<file path="src/rtl/vid_timing_gen.sv">
module vid_timing_gen #(
  parameter int SW = 8,
  parameter int LW = 16
) (
  input  logic                 clk,
  input  logic                 rst,
  input  logic                 en,
  input  logic [2*SW+LW-1:0]   h_cfg,
  input  logic [2*SW+LW-1:0]   v_cfg,
  input  logic [2*LW-1:0]      len_cfg,
  input  logic                 pol_h,
  input  logic                 pol_v,
  input  logic                 pol_c,
  input  logic                 pol_b,
  output logic                 hsync_o,
  output logic                 vsync_o,
  output logic                 csync_o,
  output logic                 blank_o,
  output logic                 pix_vis_o,
  output logic                 line_end_o,
  output logic                 vsync_start_o
);
  localparam int WW = 2*SW + LW;
  localparam int CW = LW + 1;

  function automatic logic in_sync(input logic [LW-1:0] c, input logic [WW-1:0] w);
    return CW'(c) <= CW'(w[WW-1 -: SW]);
  endfunction

  function automatic logic in_gate(input logic [LW-1:0] c, input logic [WW-1:0] w);
    logic [CW-1:0] g0, g1;
    g0 = CW'(w[WW-1 -: SW]) + CW'(w[WW-SW-1 -: SW]) + CW'(2);
    g1 = g0 + CW'(w[LW-1:0]);
    return (CW'(c) >= g0) && (CW'(c) <= g1);
  endfunction

  logic          run;
  logic [LW-1:0] hcnt, vcnt;
  logic [WW-1:0] hsh, vsh;
  logic [2*LW-1:0] lsh;
  logic          h_last, v_last;
  logic          hs_r, vs_r, vis;

  assign h_last = (hcnt == lsh[2*LW-1:LW]);
  assign v_last = (vcnt == lsh[LW-1:0]);

  always_ff @(posedge clk) begin
    if (rst || !en) begin
      run  <= 1'b0;
      hcnt <= '0;
      vcnt <= '0;
    end else begin
      run <= 1'b1;
      if (run) begin
        if (h_last) begin
          hcnt <= '0;
          vcnt <= v_last ? '0 : vcnt + 1'b1;
        end else begin
          hcnt <= hcnt + 1'b1;
        end
      end
    end
    if (rst || !en || !run || (h_last && v_last)) begin
      hsh <= h_cfg;
      vsh <= v_cfg;
      lsh <= len_cfg;
    end
  end

  assign hs_r = run && in_sync(hcnt, hsh);
  assign vs_r = run && in_sync(vcnt, vsh);
  assign vis  = run && in_gate(hcnt, hsh) && in_gate(vcnt, vsh);

  assign hsync_o       = hs_r ^ pol_h;
  assign vsync_o       = vs_r ^ pol_v;
  assign csync_o       = (hs_r ^ vs_r) ^ pol_c;
  assign blank_o       = ~vis ^ pol_b;
  assign pix_vis_o     = vis;
  assign line_end_o    = run && h_last;
  assign vsync_start_o = run && (hcnt == '0) && (vcnt == '0);
endmodule

</file>
<file path="config.mk">
export PLATFORM = sky130hd
export DESIGN_NAME = vid_timing_gen
export DESIGN_NICKNAME = d
export VERILOG_FILES = /design/src/rtl/vid_timing_gen.sv
export SDC_FILE = /design/constraint.sdc
export NUM_CORES = 1
export LEC_CHECK = 0
export BUFFER_PORTS_ARGS = -buffer_cell sky130_fd_sc_hd__buf_2
export CAP_MARGIN = 20
export CORE_MARGIN = 1.5
export CORE_UTILIZATION = 55
export DETAILED_ROUTE_END_ITERATION = 10
export PLACE_DENSITY = 0.77
export REMOVE_ABC_BUFFERS = 1
export SYNTH_ARGS = -nofsm -noshare
export SYNTH_HDL_FRONTEND = slang
export SYNTH_SLANG_ARGS = --single-unit
</file>
<file path="constraint.sdc">
create_clock -name clk -period 7.1 [get_ports clk]
set_input_delay 1.42 -clock clk [delete_from_list [all_inputs] [get_ports clk]]
set_output_delay 1.42 -clock clk [all_outputs]
set_load 0.02 [all_outputs]
</file>
Word-level counts from Yosys, hierarchy flattened:

Index checks and enable logic that the tools add are counted.

* equality and inequality tests: 2
* reduce and logical (&&, ||, !) cells: 18
* mux-type cells: 3
* bitwise gates (word level): 6
* add/sub/neg operators: 8
* $lt $le $gt $ge: 6

Operators by type and width (count)
* $add A10 B16 Y17: 2
* $le A16 B17 Y1: 2
* $add A16 B1 Y16 const B: 2
* $eq A16 B16 Y1: 2
* $ge A16 B10 Y1: 2
* $le A16 B8 Y1: 2
* $logic_not A16 Y1: 2
* $mux W16: 2
* $add A9 B2 Y10 const B: 2
* $add A8 B8 Y9: 2
* $logic_and A1 B1 Y1: 10
* $xor A1 B1 Y1: 5
* $logic_or A1 B1 Y1: 3
* $logic_not A1 Y1: 2
* $reduce_and A2 Y1: 1
* $mux W1: 1
* $not A1 Y1: 1

* output and inout port bits: 7
* register bits after elaboration: 129
* bits of input ports: 103

Logic depth before layout (Yosys ltp):

* depth in word-level cells: 9
* depth in mapped cells: 25

Worst setup path before layout:

OpenSTA, ideal clock, no wires.

* kind: reg2out
* start: reg hsh[26]
* end: out blank_o
* arrival time: 4627 ps
* cell stages (with the launch flop): 24
* slack: 1053 ps
* path through: edfxtp_1 ha_1 ha_1 a21o_1 a21oi_1 o21bai_1 a21oi_1 xnor2_1 ha_1 a21o_1 nor3_1 o21ai_0 a41o_1 a21oi_1 nor2b_1 xnor2_1 ha_1 o21a_1 a21oi_1 o21ai_0 and3_1 o2bb2ai_1 o311a_1 xnor2_1

* cells in the longest elaborated chain, start to end: 9

Ends and longest elaborated chain
* start: declaration: line 39 `logic [WW-1:0] hsh, vsh;`
* start signal: assignment: line 64 `hsh <= h_cfg;`
* $add A8 B8 Y9 (*): line 32 `g0 = CW'(w[WW-1 -: SW]) + CW'(w[WW-SW-1 -: SW]) + CW'(2);`
* $add A9 B2 Y10 (*): line 32
* $add A10 B16 Y17: line 33 `g1 = g0 + CW'(w[LW-1:0]);`
* $le A16 B17 Y1: line 34 `return (CW'(c) >= g0) && (CW'(c) <= g1);`
* $logic_and A1 B1 Y1 (*): line 34
* $logic_and A1 B1 Y1 (*) (2 in series): line 72 `assign vis = run && in_gate(hcnt, hsh) && in_gate(vcnt, vsh);`
* named net pix_vis_o: line 19 `output logic pix_vis_o,`
* $not A1 Y1 (*): line 77 `assign blank_o = ~vis ^ pol_b;`
* $xor A1 B1 Y1 (*): line 77
* end: declaration: line 18 `output logic blank_o,`

Mark *: on every way through the listed nets, which the timed path passes. The rest lies on a longest branch.

Worst setup path after layout:

* start: reg hsh[26]
* end: out blank_o

* cells in the longest elaborated chain, start to end: 9

Ends and longest elaborated chain (line)
* $add A8 B8 Y9 (*): 32
* $add A9 B2 Y10 (*): 32
* $add A10 B16 Y17: 33
* $le A16 B17 Y1: 34
* $logic_and A1 B1 Y1 (*): 34
* $logic_and A1 B1 Y1 (*) (2 in series): 72
* $not A1 Y1 (*): 77
* $xor A1 B1 Y1 (*): 77

Mark *: on every way between the ends. The rest lies on a longest branch, timed or not.

==> impl_metrics.toml <==
[status]
status = "finished clean"

[synth]
avgSynthCellArea_um2 = 10.7
ys_ff_latch = 129
synth_area_um2 = 8270
yosysWarnings = 0
synthArstFlopShare_pct = 0
synth_flop_cell = "edfxtp_1"
yosysSeqAreaShare_pct = 42.8
synth_edf_count = 96
ys_types = 62
syn_inst = 773

[worst_setup_path]
slowest_stage = "edfxtp_1"
critPathMaxStageDelay_ns = 0.41
rrSetupSlack_ns = 3.76
worstPathMaxFanout = 3
cp_common_cell = "ha_1"
crit_path_end_kind = "primary output"
start_kind = "flop"
required_ns = 5.68
crit_arrival_ns = 5.41
path_class = "reg -> out"
path_cells = "ha_1, ha_1, a21o_1, a21oi_2, o21bai_1, a21oi_2, xnor2_2, ha_1, a21o_1, nor3_1, o21ai_0, a41o_1, a21oi_2, nor2b_1, xnor2_1, ha_1, o21a_1, a21oi_1, o21ai_0, and3_1, o2bb2ai_1, o311a_1, xnor2_1, buf_4"

[detailed_routing]
highest_layer = "met4"
drt_iter0_drc = 291
first_pass_iters = 6
drt-met1-wl_um = 7240
vias_per_cell = 5.53
wl_um = 17100
wl_per_cell_um = 15.7
dr_wl_met3_um = 806
wl_met2_um = 8630
ant_nets = 0
vias = 6030
drc_errors = 0

[die]
die_x_um = 126
die_area_um2 = 15800
fp.dieH_um = 126
num_rows = 44
ioPinCount = 110
initial_core_util_pct = 56.7
core-area_um2 = 14600

[clock_tree]
cts-root-buf = "clkbuf_16"
path_clk_slew_ns = 0.06
cts_sinks = 129
cts_buffer_depth = 2
cts_tree = "yes"
numCtsBuffers = 17
h-tree-depth = 4
insertion_delay_ns = 0.43

[pwr]
seq_power_share_pct = 36.5
pwr-share-clk_pct = 37.9
switchingPower_mw = 0.725
p_leak_nw = 4.40
p_comb_share_pct = 25.6
ir_worst_vdd_uv = 236
p_int_mw = 1.66
switching_share_pct = 30.4
power.density_nw_per_um2 = 245
p_total_mw = 2.38

[final_layout]
multi_input_area_um2 = 4530
fillCellCount = 1122
mostFrequentLayoutCells = "122 x ha_1, 108 x buf_2, 96 x edfxtp_1, 65 x nor2_1, 60 x inv_1"
num_antenna_cells = 0
final_util_pct = 66.5
layout.cells.non_filler = 1091
fin_area_um2 = 9710
nets = 1124
drive_gt1_share_pct = 18.1
final_common_cell = "ha_1"
seqCellArea_um2 = 3540
area_delta_synth_final_pct = 17.3

[job]
maxCapViolations = 0

[placed_design]
place_area_um2 = 9020
io_buffers = 109
place_hpwl_um = 12800
dp.cells = 1058
place_congestion = 0.895

[global_route]
grt-ovfl-total = 0
grt_max_degree = 53
grt_pass1_wl_um = 28200
grt_pass1_vias = 6068
grt.total_usage_pct = 22.5
grt_antenna_before_repair = 0

[min_path]
hold_class = "reg -> reg"

[timing]
maxSlewHeadroom_pct = 54.5
fin_skew_ns = 0.00883
min_period_ns = 6.83
setup_viol = 0
finalHoldViolCount = 0
fmax_mhz = 146
hold_slack_ns = 0.591
worstMarginPinSlew_ns = 0.682
final_max_slew_viol_count = 0
period_share_pct = 96.1
worst max-delay path, delay by kind of cell, from the launching register on:
kind            cells  cell delay (ns)
simple gates        3             0.38
fa+ha+maj           4             1.23
buf+inv             1             0.16
compound gates     13             2.35
xor+xnor            3             0.46
flops               1             0.41
registers in the layout, indices dropped and copies added, names as in the netlist:
name  flops
hsh      32
lsh      32
vsh      32
hcnt     16
vcnt     16
run       1
cell families (layout without fill, tap and decap cells):
group	count (synthesis)	after routing	share of synthesized area, %
adders and majority gates	127	127	19.6
AOI/OAI and AO/OA	120	120	9.72
and+or+nand+nor	223	223	13.3
xor gates and xnor gates	102	102	10.9
muxes	3	3	0.378
buffers and inverters	69	203	3.36
DFF	129	129	42.8
area by class of cell:
class | count | share of cell area, %
inverters | 60 | 2.32
clock inverters | 15 | 1.97
flip-flops and latches | 129 | 36.5
well taps | 184 | 2.37
repair buffers | 111 | 5.80
clock buffers | 17 | 4.38
multi-input cells | 575 | 46.6
layer usage:
layer / up-vias / global-route usage [%]
li1: 3043 / -
met1: 2813 / 25.8
met2: 142 / 39.9
met3: 32 / 6.20
met4: 0 / 9.02
met5: - / 0
metrics by stage:
| step | setup slack [ns] | setup TNS (ns) |
|---|---|---|
| final | 0.274 | 0 |
| after floorplan | 1.05 | 0 |
| after global routing | -0.0404 | -0.0404 |
| after detailed placement | 0.606 | 0 |
| after CTS | 0.0477 | 0 |
| after global placement | 0.878 | 0 |
worst paths after layout:
kind	startpoint	to	cells after the start
worst max-delay path	hsh[26]$_DFFE_PP_	blank_o	24
worst min-delay path	vcnt[0]$_SDFFE_PN0P_	vcnt[0]$_SDFFE_PN0P_	2
worst max register to register	vcnt[2]$_SDFFE_PN0P_	vsh[25]$_DFFE_PP_	7
worst min register to register	vcnt[0]$_SDFFE_PN0P_	vcnt[0]$_SDFFE_PN0P_	2
cells in the mapped netlist, types with 2 or more instances:
master / number / share of area (%)
ha_1: 123 / 19
edfxtp_1: 96 / 35
nor2_1: 66 / 3.0
inv_1: 60 / 2.7
xor2_1: 53 / 5.6
xnor2_1: 48 / 5.1
nand2_1: 44 / 2.0
a21oi_1: 40 / 2.4
dfxtp_1: 33 / 8.0
nand3_1: 28 / 1.7
nand4_1: 26 / 2.0
o21ai_0: 18 / 1.1
a21o_1: 16 / 1.5
and3_1: 9 / 0.68
nor2b_1: 9 / 0.68
nor3_1: 9 / 0.54
nand2b_1: 8 / 0.60
nor4_1: 8 / 0.60
o21bai_1: 8 / 0.73
a211oi_1: 5 / 0.45
o21a_1: 5 / 0.45
fa_1: 4 / 0.97
buf_2: 3 / 0.18
o311a_1: 3 / 0.36
a2111oi_0: 2 / 0.21
a211o_1: 2 / 0.21
a31oi_1: 2 / 0.15
a41o_1: 2 / 0.24
a41oi_2: 2 / 0.39
and2_1: 2 / 0.15
and4_1: 2 / 0.21
buf_4: 2 / 0.18
clkbuf_1: 2 / 0.091
mux2i_1: 2 / 0.24
nand3b_1: 2 / 0.18
o2bb2ai_1: 2 / 0.21
or3_1: 2 / 0.15
power by group through the flow:
stage	logic, mW	registers (mW)	clock network (mW)
global placement	0.566	0.883	0
global route	0.691	0.872	0.951
detailed placement	0.579	0.884	0
finish	0.611	0.868	0.902
CTS	0.590	0.868	0.917
floorplan	0.446	0.879	0
timing repair:
action / 4_1_cts / 5_1_grt
gates resized for setup: 0 / 12
buffers inserted: 0 / 1
hold buffers: 0 / 0
endpoints found under the setup margin: 0 / 2
(Power assumes the default switching activity.)
